--- src/rtl/burst_addr_pkg.sv ---
package burst_addr_pkg;

    localparam int BEAT_W = 2;

    typedef logic [BEAT_W-1:0] beat_t;

    typedef enum logic {
        ORD_LINEAR     = 1'b0,
        ORD_INTERLEAVE = 1'b1
    } order_e;

    // Low address bits for beat n of a burst that began at start.
    function automatic beat_t seq_low(beat_t start, beat_t n, order_e ord);
        beat_t r;
        if (ord == ORD_INTERLEAVE) r = start ^ n;
        else                       r = beat_t'(start + n);
        return r;
    endfunction

endpackage

--- src/rtl/burst_load_qual.sv ---
module burst_load_qual (
    input  logic ctrl_strobe_n,
    input  logic proc_strobe_n,
    input  logic chip_en_n,
    output logic load
);
    logic ctrl_req;
    logic proc_req;

    always_comb begin
        ctrl_req = ~ctrl_strobe_n;
        proc_req = ~proc_strobe_n & ~chip_en_n;
        load     = ctrl_req | proc_req;
    end
endmodule

--- src/rtl/burst_beat_ctr.sv ---
module burst_beat_ctr
    import burst_addr_pkg::*;
(
    input  logic  clk,
    input  logic  rst,
    input  logic  load,
    input  logic  step,
    output beat_t beat
);
    beat_t cnt;

    always_ff @(posedge clk) begin
        if (rst)       cnt <= '0;
        else if (load) cnt <= '0;
        else if (step) cnt <= beat_t'(cnt + beat_t'(1));
    end

    assign beat = cnt;

    assert_step_R4: assert property (@(posedge clk) disable iff (rst)
        (!load && step) |=> (cnt == beat_t'($past(cnt) + beat_t'(1))));

    assert_load_zero_R7: assert property (@(posedge clk) disable iff (rst)
        load |=> (cnt == '0));
endmodule

--- src/rtl/burst_addr_seq.sv ---
module burst_addr_seq
    import burst_addr_pkg::*;
#(
    parameter int ADDR_W = 18
) (
    input  logic              clk,
    input  logic              rst,
    input  logic [ADDR_W-1:0] addr_in,
    input  logic              ctrl_strobe_n,
    input  logic              proc_strobe_n,
    input  logic              chip_en_n,
    input  logic              advance_n,
    input  logic              order_il,
    output logic [ADDR_W-1:0] addr_out
);
    localparam int UP_W = ADDR_W - BEAT_W;

    typedef struct packed {
        logic [UP_W-1:0] upper;
        beat_t           start;
    } base_t;

    base_t base_q;
    logic  load;
    beat_t beat;
    beat_t low;

    burst_load_qual u_qual (
        .ctrl_strobe_n (ctrl_strobe_n),
        .proc_strobe_n (proc_strobe_n),
        .chip_en_n     (chip_en_n),
        .load          (load)
    );

    burst_beat_ctr u_ctr (
        .clk  (clk),
        .rst  (rst),
        .load (load),
        .step (~advance_n),
        .beat (beat)
    );

    always_ff @(posedge clk) begin
        if (rst)       base_q <= '0;
        else if (load) base_q <= base_t'(addr_in);
    end

    always_comb begin
        low      = seq_low(base_q.start, beat, order_e'(order_il));
        addr_out = {base_q.upper, low};
    end

    assert_load_capture_R2: assert property (@(posedge clk) disable iff (rst)
        !ctrl_strobe_n |=> (addr_out == $past(addr_in)));

    assert_proc_gated_R3: assert property (@(posedge clk) disable iff (rst)
        (ctrl_strobe_n && chip_en_n && advance_n) |=> $stable(addr_out));

    assert_upper_fixed_R8: assert property (@(posedge clk) disable iff (rst)
        (ctrl_strobe_n && (proc_strobe_n || chip_en_n))
            |=> $stable(addr_out[ADDR_W-1:BEAT_W]));

    assert_order_static_R9: assert property (@(posedge clk) disable iff (rst)
        !$stable(order_il) |-> load);
endmodule

--- config.mk ---
export PLATFORM = sky130hd
export DESIGN_NAME = burst_addr_seq
export DESIGN_NICKNAME = d
export VERILOG_FILES = /design/src/rtl/burst_addr_pkg.sv /design/src/rtl/burst_load_qual.sv /design/src/rtl/burst_beat_ctr.sv /design/src/rtl/burst_addr_seq.sv
export SDC_FILE = /design/constraint.sdc
export NUM_CORES = 1
export LEC_CHECK = 0
export ABC_AREA = 1
export BUFFER_PORTS_ARGS = -buffer_cell sky130_fd_sc_hd__buf_4
export CAP_MARGIN = 25
export CORE_MARGIN = 8
export CORE_UTILIZATION = 35
export CTS_CLUSTER_DIAMETER = 30
export CTS_CLUSTER_SIZE = 16
export DETAILED_ROUTE_END_ITERATION = 10
export PLACE_DENSITY = 0.59
export SYNTH_ARGS = -nofsm -noshare
export SYNTH_HDL_FRONTEND = slang
export SYNTH_SLANG_ARGS = --single-unit
--- constraint.sdc ---
create_clock -name clk -period 1 [get_ports clk]
set_input_delay 0.1 -clock clk [delete_from_list [all_inputs] [get_ports clk]]
set_output_delay 0.1 -clock clk [all_outputs]
set_load 0.01 [all_outputs]
# Word-level counts from Yosys, hierarchy flattened
# Index checks and enable logic that the tools add are counted.
[word_totals]
register_bits = 20
input_bits = 25
output_inout_bits = 18
word_cells = 13
[op_classes]
n_addsub = 2
muxes = 1
bitwise_logic = 6
n_reduce_logical = 1
[op_table]
columns = ["operator", "count"]
rows = [
  ["$not 1->1", 3],
  ["$add 2x1->2 const B", 1],
  ["$add 2x2->2", 1],
  ["$mux 2", 1],
  ["$reduce_or 2->1", 1],
  ["$xor 2x2->2", 1],
  ["$and 1x1->1", 1],
  ["$or 1x1->1", 1],
]

# Longest topological paths before layout
# Gate-level depths: netlist of run 1.
[logic_depth]
depth_word = 4
depth_mapped = 7
mapped_depth_nobuf = 7

# By module
# A second synthesis of run 1 with hierarchy kept.
[unflattened]
cells_unflattened = 123
hier_area_um2 = 993.5
[by_module_without_submodules]
columns = ["mod", "n_inst", "cells_each", "area_each_um2", "seq_area_each_um2"]
rows = [
  ["burst_addr_seq", 1, 111, 909.6, 360.3],
  ["burst_beat_ctr", 1, 11, 78.8, 40.0],
  ["burst_load_qual", 1, 1, 5.0, 0.0],
]

# Least setup slack after synthesis of run 1
# No wires, ideal clock.
[synth_timing]
path_kind = "reg2out"
from = "reg u_ctr.cnt[0], in the netlist u_ctr.beat[0]"
to = "out addr_out[1]"
t_arrival_ps = 850
required_time_ps = 900
path_slack_ps = 50
stages_incl_launch_ff = 8
n_path_buf = 0
cell_sequence = "dfxtp_1 ha_1 inv_1 nor2_1 inv_1 nand2_1 nand2_1 inv_1"
[synth_via]
elab_chain_cells = 2
[synth_rtl]
columns = ["item", "line_no", "source"]
rows = [
  ["start, declared", "burst_beat_ctr.sv:10", "beat_t cnt;"],
  ["start signal, assigned", "burst_beat_ctr.sv:15", "else if (step) cnt <= beat_t'(cnt + beat_t'(1));"],
  ["$add 2x2->2", "burst_addr_pkg.sv:16", "else r = beat_t'(start + n);"],
  ["$mux 2", "burst_addr_pkg.sv:15", "if (ord == ORD_INTERLEAVE) r = start ^ n;"],
  ["end, declared", "burst_addr_seq.sv:14", "output logic [ADDR_W-1:0] addr_out"],
]
# No other way between the ends.

# Worst setup path after layout of run 1
# Ends and elaborated chain as after synthesis.

==> impl_results.md, run 1 <==
* Slew headroom at 76.89%
* Clk Latency, worst-skew pair at 310 ps
* Sequential fraction of the synthesis area at around 37%
* Synthesized Nets at between 150 and 200
* Via count at 1,025
* CP required at 900 ps
* CP endpoint kind: primary output
* Final GP Congestion at slightly above 0.7
* Highest clock rate at slightly above 700 MHz
* Pin count of the biggest net entering global routing at 20
* Max VDD drop at 770.4 µV
* Syn Std Cell Area at between 1000 and 1500 µm²
* NumNets Final at ~220
* # rows at 20
* Post-Syn Area per Cell at a little under 7 µm²
* First-pass GRT wire length at roughly 4.4 mm
* CP Max Fanout at 2
* Setup ws final at -379.0 ps
* Num CTS Buffers at 3
* Cell variety after synth at 16
* Status: finished, violations left
* Root buffer cell: clkbuf_4
* Max_cap viols at 0
* Grt ovf at 0
* Postcts setup bufs at 0
* Layout Area Growth over Synthesis at 36.09%
* Clk buf depth at 2
* Initial Util at 36.09%
* Detailed Route WL at ~2.6 mm
* Total power at between 2 and 2.5 mW
* Setup_tns at -496.8 ps
* Final setup vio count at 2
* Via density at around 4.5
* TritonCTS clock tree: built
* Hold Path Class: in -> reg
* Commonest non-fill, non-tap cell in the layout: buf_4
* Drt wl/cell at 11.57 µm
* PortBufs at 42
* CP startpoint kind: flip-flop
* Clk pin slew, worst setup/hold paths at approximately 130 ps
* Die ar. at roughly 5100 µm²
* Tmin final at about 1400 ps
* Die Span X at around 70 µm
* Core Util, Final at about half
* First-pass iteration count of the detailed router at 4
* Commonest non-fill, non-tap cells in the layout: 44 x buf_4, 36 x nor2_1, 24 x nand2_1, 22 x inv_1, 19 x nand3_1
* Share of cells above drive strength 1 at between 30% and 40%
* DR iter-0 viols at 48
* Core Region at 2978 µm²
* RSZ-0062 raised after global routing: yes
* P per Cell Area at ~1400 nW/µm²
* Tcrit/Tclk final at 137.9%
* Initial antenna violation count at 0
* Detail Placement HPWL at roughly 2 mm
* Vias in the first global route at around 1,000
* Cells after Synth at around 160
* Yosys reg bits at 20
* DR DRC count at 0
* Actual slew at the worst max-slew pin at about 350 ps
* Final Max Slew Viols at 0
* WP data arrival at about 1300 ps
* Routed Antenna Nets at 0
* CTS H-tree depth at 1
* Hold Fails Final Rpt at 0
* Kind of critical path: reg -> out
* Die Span Y at about 71 µm
* Failing checks: setup timing
* Pleak at 0.7614 nW
* Clock Skew at between 0.5 and 0.6 ps
* Yosys Warn Count at 0
* Diodes inserted at 0
* I/O Pins at 43
* # clock sinks at 20
* Global Route Usage Sum at around a tenth
-- layout make-up --
class                           count  area [µm²]
Tap cell                           33       41.29
Clock inverter                      1       30.03
Clock buffer                        3       22.52
Timing Repair Buffer               53       422.9
Fill cell                         309        1515
Multi-Input combinational cell     91       439.2
Sequential cell                    20       402.9
Inverter                           27       103.9
-- worst max-delay path: stages (launching register included) --
cell and delay (ps):
dfxtp_2 380, ha_4 130, inv_2 40, nor2_4 120, nand3_2 80, nand2_2 70
inv_2 30, buf_6 110
-- registers in the layout (all words and copies together) (netlist names) --
register    cells
u_ctr.beat      2
addr_out       16
base_q          2
-- per-layer routing --
| layer | GRT usage (%) | routed length, µm |
|---|---|---|
| met3 | 4.184 | 261 |
| met1 | 12.59 | 1138 |
| met4 | 4.157 | 55 |
| met5 | 0 | 0 |
| met2 | 16.73 | 1182 |
-- cell families after synthesis --
kind of cell             count (synthesis)  synth area share (%)
AND/OR/NAND/NOR                         89                 36.09
adder cells (fa/ha/maj)                  1                 1.164
XOR/XNOR                                 1                0.8150
buffers and inverters                   48                 24.68
flip-flops                              20                 37.25
-- power by group --
part           total (mW)  internal (mW)  leakage, nW  switching [mW]
combinational       0.451          0.237        0.567           0.214
clock               0.674          0.405       0.0279           0.269
sequential          0.889          0.857        0.167          0.0318
-- through the flow --
step           setup slack (ps)  cells  area [µm²]  hold slack (ps)
2_1_floorplan             49.79    159        1075            234.9
3_3_place_gp              16.30    217        1300            322.4
3_5_place_dp             -61.20    217        1300            330.3
4_1_cts                  -383.9    228        1431            2.885
5_1_grt                  -461.7    228        1463            6.824
6_report                 -379.0    228        1463            10.95
-- synthesized netlist by cell type --
| cell type | number | share of area [%] |
|---|---|---|
| nor2_1 | 37 | 13 |
| nand2_1 | 26 | 9.1 |
| inv_1 | 25 | 8.7 |
| dfxtp_1 | 20 | 37 |
| nand3_1 | 20 | 9.3 |
| buf_4 | 16 | 11 |
| buf_2 | 3 | 1.4 |
| nor2_2 | 3 | 1.7 |
| nand2_2 | 2 | 1.2 |
| buf_6 | 1 | 1.0 |
| buf_8 | 1 | 1.4 |
| clkinv_1 | 1 | 0.35 |
| ha_1 | 1 | 1.2 |
| inv_4 | 1 | 0.58 |
| nor2_8 | 1 | 1.9 |
| xor2_1 | 1 | 0.82 |
-- repair_timing --
item,in CTS,in global routing
pin swaps,0,4
resized for setup,4,10
hold endpoints to repair,7,0
setup endpoints to repair,2,2
gates cloned,0,0
hold buffers,7,0
-- worst paths after layout --
check	startpoint	endpoint	slack [ps]	cells after the start
setup reg to reg	u_ctr.beat[0]	u_ctr.beat[0]	170	3
setup / recovery	u_ctr.beat[0]	addr_out[1]	-380	7
hold / removal	addr_in[0]	base_q[0]	10	3
hold reg to reg	addr_out[14]	addr_out[14]	550	4
No activity file was read; power rests on OpenSTA's default activity.
==> run 2, diff against run 1 <==
--- a/config.mk
+++ b/config.mk
@@ -10,4 +10,6 @@
 export CAP_MARGIN = 25
+export CELL_PAD_IN_SITES_DETAIL_PLACEMENT = 0
+export CELL_PAD_IN_SITES_GLOBAL_PLACEMENT = 1
 export CORE_MARGIN = 8
-export CORE_UTILIZATION = 35
+export CORE_UTILIZATION = 32
 export CTS_CLUSTER_DIAMETER = 30
@@ -15,3 +17,3 @@
 export DETAILED_ROUTE_END_ITERATION = 10
-export PLACE_DENSITY = 0.59
+export PLACE_DENSITY = 0.76
 export SYNTH_ARGS = -nofsm -noshare
==> constraint.sdc (replaced) <==
create_clock -name clk -period 1 [get_ports clk]
set_input_delay 0.2 -clock clk [delete_from_list [all_inputs] [get_ports clk]]
set_output_delay 0.2 -clock clk [all_outputs]
set_load 0.01 [all_outputs]
==> run 2 against run 1 <==
The flow still finishes with violations (setup timing). Core utilization down 4.4 points. Clock skew up 1.5 ps. Cell area up 0.43%. Die area up 7.2%. Setup slack worse by 52 ps. Flip-flop and latch count unchanged. Hold slack better by 92 ps. Clock-buffer cell count unchanged. Critical path depth unchanged. Sequential share of layout area up 1.4 points. Combinational power about the same.
==> impl_results.md, run 2 (synthesized netlist as in run 1, its figures left out) <==
* R2r worst-path depth at 3
* Slowest stage delay, CP at 380 ps
* Vias in the first global route at ~1,000
* Core Region at ~3300 µm²
* Final GP Congestion at 0.7103
* Crit-path most repeated cell: inv_2
* I/O Pins at 43
* Core Util, Final at ~45%
* TritonCTS clock tree: built
* Tcrit/Tclk final at 143.1%
* Highest clock rate at ~700 MHz
* Met2 GRT Util at approximately 17%
* Diodes inserted at 0
* Worst setup path end: addr_out[1]
* Final Max Slew Viols at 0
* Pleak at roughly 0.75 nW
* R2R Setup Slk at around 150 ps
* Worst reg2reg endpoint: u_ctr.beat[0]
* Met1 global-route usage at between 10 and 15%
* Initial antenna violation count at 0
* Die Span X at about 74 µm
* CP endpoint kind: primary output
* CP Max Fanout at 2
* Via count at 945
* Status: finished, violations left
* Final setup vio count at 2
* Grt ovf at 0
* Commonest non-fill, non-tap cells in the layout: 36 x nor2_1, 27 x buf_4, 26 x nand2_1, 23 x inv_1, 20 x nand3_1
* Max_cap viols at 0
* Commonest non-fill, non-tap cell in the layout: nor2_1
* Root buffer cell: clkbuf_4
* Pin count of the biggest net entering global routing at 20
* Met3 Use GR at 3.774%
* Detail Placement HPWL at about 1.8 mm
* Worst reg2reg startpoint: u_ctr.beat[0]
* Actual slew at the worst max-slew pin at between 300 and 400 ps
* Share of cells above drive strength 1 at between 40% and 50%
* DR DRC count at 0
* Die Span Y at around 74 µm
* HP Start: addr_in[12]
* Critical path's slowest cell: dfxtp_2
* Clk buf depth at 2
* # clock sinks at 20
* CP startpoint: base_q[0]
* Routed Antenna Nets at 0
* # rows at 21
* Hold Path Class: in -> reg
* Clk pin slew, worst setup/hold paths at 130 ps
* RSZ-0062 raised after global routing: yes
* CP startpoint kind: flip-flop
* NumNets Final at 214
* Failing checks: setup timing
* Num CTS Buffers at 3
* Layout Area Growth over Synthesis at 36.67%
* Fill cell count at roughly 330
* P per Cell Area at between 1000 and 1500 nW/µm²
* Drt wl/cell at 10.86 µm
* Critical-path cell list: ha_4 > inv_2 > nor2_2 > nand3_1 > nand2_1 > inv_2 > buf_6
* Initial Util at 32.72%
* CP required at ~800 ps
* First-pass GRT wire length at about 4.2 mm
* Clk Latency, worst-skew pair at roughly 310 ps
* First-pass iteration count of the detailed router at 4
* Slew headroom at around 77%
* CTS H-tree depth at 1
* Detailed Route WL at ~2.5 mm
* WP data arrival at ~1200 ps
* Hold Fails Final Rpt at 0
* Placed insts at around 230
* Die ar. at ~5500 µm²
* Setup ws final at -430.8 ps
* Via density at ~4
* Global Route Usage Sum at approximately a tenth
* Kind of critical path: reg -> out
* DR iter-0 viols at 32
* Clock Skew at 2.094 ps
* Largest register FFs at 16
* Max VDD drop at 457.2 µV
* Layout Cells excl Fill at ~230
* PortBufs at 42
* Layer with the highest usage: met2
* Tmin final at between 1000 and 1500 ps
[run 2: cell types whose count changed in the layout (fill, tap and decap cells not counted), sizes merged]
| cell | delta |
|---|---|
| buf | -1 |
| dlygate4sd3 | -7 |
[run 2: critical path, delay by kind of cell (launching register included)]
kind | cells | cell delay [ps]
buffers and inverters | 3 | 180
DFF | 1 | 380
and+or+nand+nor | 3 | 230
adders and majority gates | 1 | 130
[run 2: area by class of cell]
cell class | count | area (µm²) | share of cell area, %
flip-flops and latches | 20 | 425.4 | 28.96
clock inverters | 1 | 30.03 | 2.044
inverters | 27 | 103.9 | 7.070
clock buffers | 3 | 22.52 | 1.533
well taps | 46 | 57.56 | 3.918
multi-input cells | 91 | 424.2 | 28.88
repair buffers | 45 | 405.4 | 27.60
[run 2: worst min path at each step]
stage          slack (ps)           end  cells after the start
3_5_place_dp          430  addr_out[11]                      3
6_report              100  addr_out[12]                      3
4_1_cts               100  addr_out[11]                      3
3_3_place_gp          420   addr_out[2]                      3
5_1_grt                90   addr_out[5]                      3
2_1_floorplan         330  addr_out[10]                      2
[run 2: stage by stage]
step	worst slack [ps]	TNS [ps]	instance area (µm²)	power (mW)	hold slack [ps]
finish	-430.8	-669.7	1469	2.039	103.2
global route	-500.2	-826.4	1469	2.147	93.43
CTS	-451.2	-672.0	1399	2.021	96.39
detailed placement	-151.6	-151.6	1303	1.316	427.9
global placement	-119.3	-119.3	1303	1.308	422.0
floorplan	-0.4767	-0.4767	1076	1.188	334.9
[run 2: report_power, final]
group          internal (mW)  switching, mW
logic                  0.244          0.205
clock network          0.405          0.278
registers              0.865         0.0416
total                   1.51          0.525
[run 2: repair_timing]
item | CTS | global route
resized for setup | 15 | 25
pin swaps | 4 | 3
gates cloned | 0 | 0
setup endpoints to repair | 9 | 18
endpoints found under the hold margin | 0 | 0
setup buffers | 1 | 0
hold buffers | 0 | 0
[run 2: metal layers]
| layer | up-vias | part of all wire [%] |
|---|---|---|
| met5 | - | 0 |
| met4 | 0 | 0.43 |
| met3 | 2 | 10 |
| met2 | 32 | 45 |
| met1 | 405 | 45 |
| li1 | 506 | - |
==> run 3, diff against run 2 <==
Settings changed: CORE_ASPECT_RATIO from default to 2.
==> run 3 against run 2 <==
The flow still finishes with violations (setup timing). Critical path type unchanged. Clock-buffer cell count grew 1. Total power decreased by 6.1%. Combinational power fell by 5.3%. Global-route usage decreased by 1.3 points. First-iteration DRC count shrank 69%. Flip-flop and latch count unchanged. Largest cell class is now multi-input gates.
==> impl_results.md, run 3 (synthesized netlist as in run 1, its figures left out) <==
* Largest register FFs at 16
* Actual slew at the worst max-slew pin at 347.9 ps
* Hold Fails Final Rpt at 0
* DR iter-0 viols at 10
* Tmin final at around 1300 ps
* Slew headroom at 76.72%
* Status: finished, violations left
* Pin count of the biggest net entering global routing at 20
* Kind of critical path: reg -> out
* Initial antenna violation count at 0
* Setup ws final at -346.7 ps
* Dpl cell area at approximately 1300 µm²
* Hold Path Class: in -> reg
* Critical path's slowest cell: dfxtp_2
* Internal power at 1.426 mW
* CP delay by family, top: flip-flops
* # clock sinks at 20
* P per Cell Area at about 1400 nW/µm²
* Setup_tns at -478.5 ps
* Core Util, Final at approximately two fifths
* Commonest non-fill, non-tap cells in the layout: 42 x buf_4, 36 x nor2_1, 26 x nand2_1, 23 x inv_1, 20 x nand3_1
* Pleak at around 0.73 nW
* Sw power at between 400 and 500 µW
* Sw Share at between 20 and 30%
* Postcts setup bufs at 0
* Failing checks: setup timing
* CP endpoint kind: primary output
* Final Max Slew Viols at 0
* Detail Placement HPWL at 1.757 mm
* Drt wl/cell at approximately 11 µm
* CP Max Fanout at 2
* Via density at around 4.2
* Fill cell count at around 360
* Clock Skew at 0.2071 ps
* Die Span Y at 97.96 µm
* I/O Pins at 43
* Clk pin slew, worst setup/hold paths at 70 ps
* Die ar. at 5582 µm²
* DR DRC count at 0
* Detailed Route WL at about 2.4 mm
* CP startpoint kind: flip-flop
* Final setup vio count at 2
* CTS H-tree depth at 1
* Clk buf depth at 2
* # rows at 30
* Placed insts at 215
* WP data arrival at approximately 1200 ps
* Grt ovf at 0
* Max_cap viols at 0
* Total power at ~1.9 mW
* Hold buffer count at cts at 0
* CP Buf/Inv Count at 4
* Combinational power share at 22.2%
* Final GP Congestion at about 0.63
* Root buffer cell: clkbuf_8
* Global Route Usage Sum at 8.321%
* Worst slack, placed at -114.2 ps
* First-pass iteration count of the detailed router at 3
* Layout Area Growth over Synthesis at 28.75%
* Routed Antenna Nets at 0
* Commonest non-fill, non-tap cell in the layout: buf_4
* Critical-path cell list: ha_4 > inv_2 > nor2_2 > inv_1 > nand2_1 > nand2_1 > inv_2 > buf_6
* Num CTS Buffers at 3
* Share of cells above drive strength 1 at between 30% and 40%
* Max VDD drop at between 700 and 800 µV
* Tcrit/Tclk final at 134.7%
* Hold_ws at 163.9 ps
* NumNets Final at ~210
* Initial Util at between 30% and 40%
* Sequential power share at roughly 46%
* Core Region at roughly 3300 µm²
* Die Span X at around 57 µm
* PortBufs at 42
* First-pass GRT wire length at 3.974 mm
* Layout Cells excl Fill at ~220
* Clk Latency, worst-skew pair at between 200 and 300 ps
* Vias in the first global route at roughly 900
* TritonCTS clock tree: built
* Final Cell Area at 1384 µm²
* Diodes inserted at 0
* CP required at 800 ps
* RSZ-0062 raised after global routing: yes
* Highest clock rate at 742.6 MHz
* Power share of the clock group at 31.5%
* Slowest stage delay, CP at 350 ps
* Via count at roughly 930
[run 3: tightest hold or removal path, stage by stage]
cell and delay, ps:
buf_4 70, nor2_1 30, nor2_1 80
[run 3: timing repair]
item / in CTS / in global routing
pin swaps: 0 / 4
endpoints found under the hold margin: 0 / 0
endpoints found under the setup margin: 2 / 2
resized for setup: 2 / 5
gates cloned: 0 / 0
[run 3: area by class of cell]
cell class	instances	area, µm²	share of cell area [%]
tap	32	40.04	2.893
sequential	20	402.9	29.11
timing repair buffer	45	357.8	25.86
clock buffer	4	55.05	3.978
multi-input combinational	91	424.2	30.65
inverter	27	103.9	7.505
[run 3: worst paths after layout]
| check | from | end | slack (ps) | cells past startpoint |
|---|---|---|---|---|
| min reg2reg | addr_out[13] | addr_out[13] | 540 | 4 |
| max | u_ctr.beat[0] | addr_out[1] | -350 | 8 |
| max reg2reg | u_ctr.beat[0] | u_ctr.beat[0] | 180 | 3 |
| min | addr_in[9] | addr_out[9] | 160 | 3 |
[run 3: metal layers]
metal	global-route usage, %	part of all wire (%)	routed length [µm]	up-vias
li1	-	-	-	507
met1	9.633	44	1050	389
met2	13.60	48	1137	27
met3	2.597	6.4	150	2
met4	3.273	1.0	24	0
met5	0	0	0	-
[run 3: power groups by stage]
stage	logic, mW	clock network [mW]	registers, mW
after floorplan	0.291	0	0.897
after global placement	0.419	0	0.902
after detailed placement	0.422	0	0.903
after CTS	0.428	0.635	0.885
after global routing	0.474	0.665	0.894
final	0.425	0.603	0.886
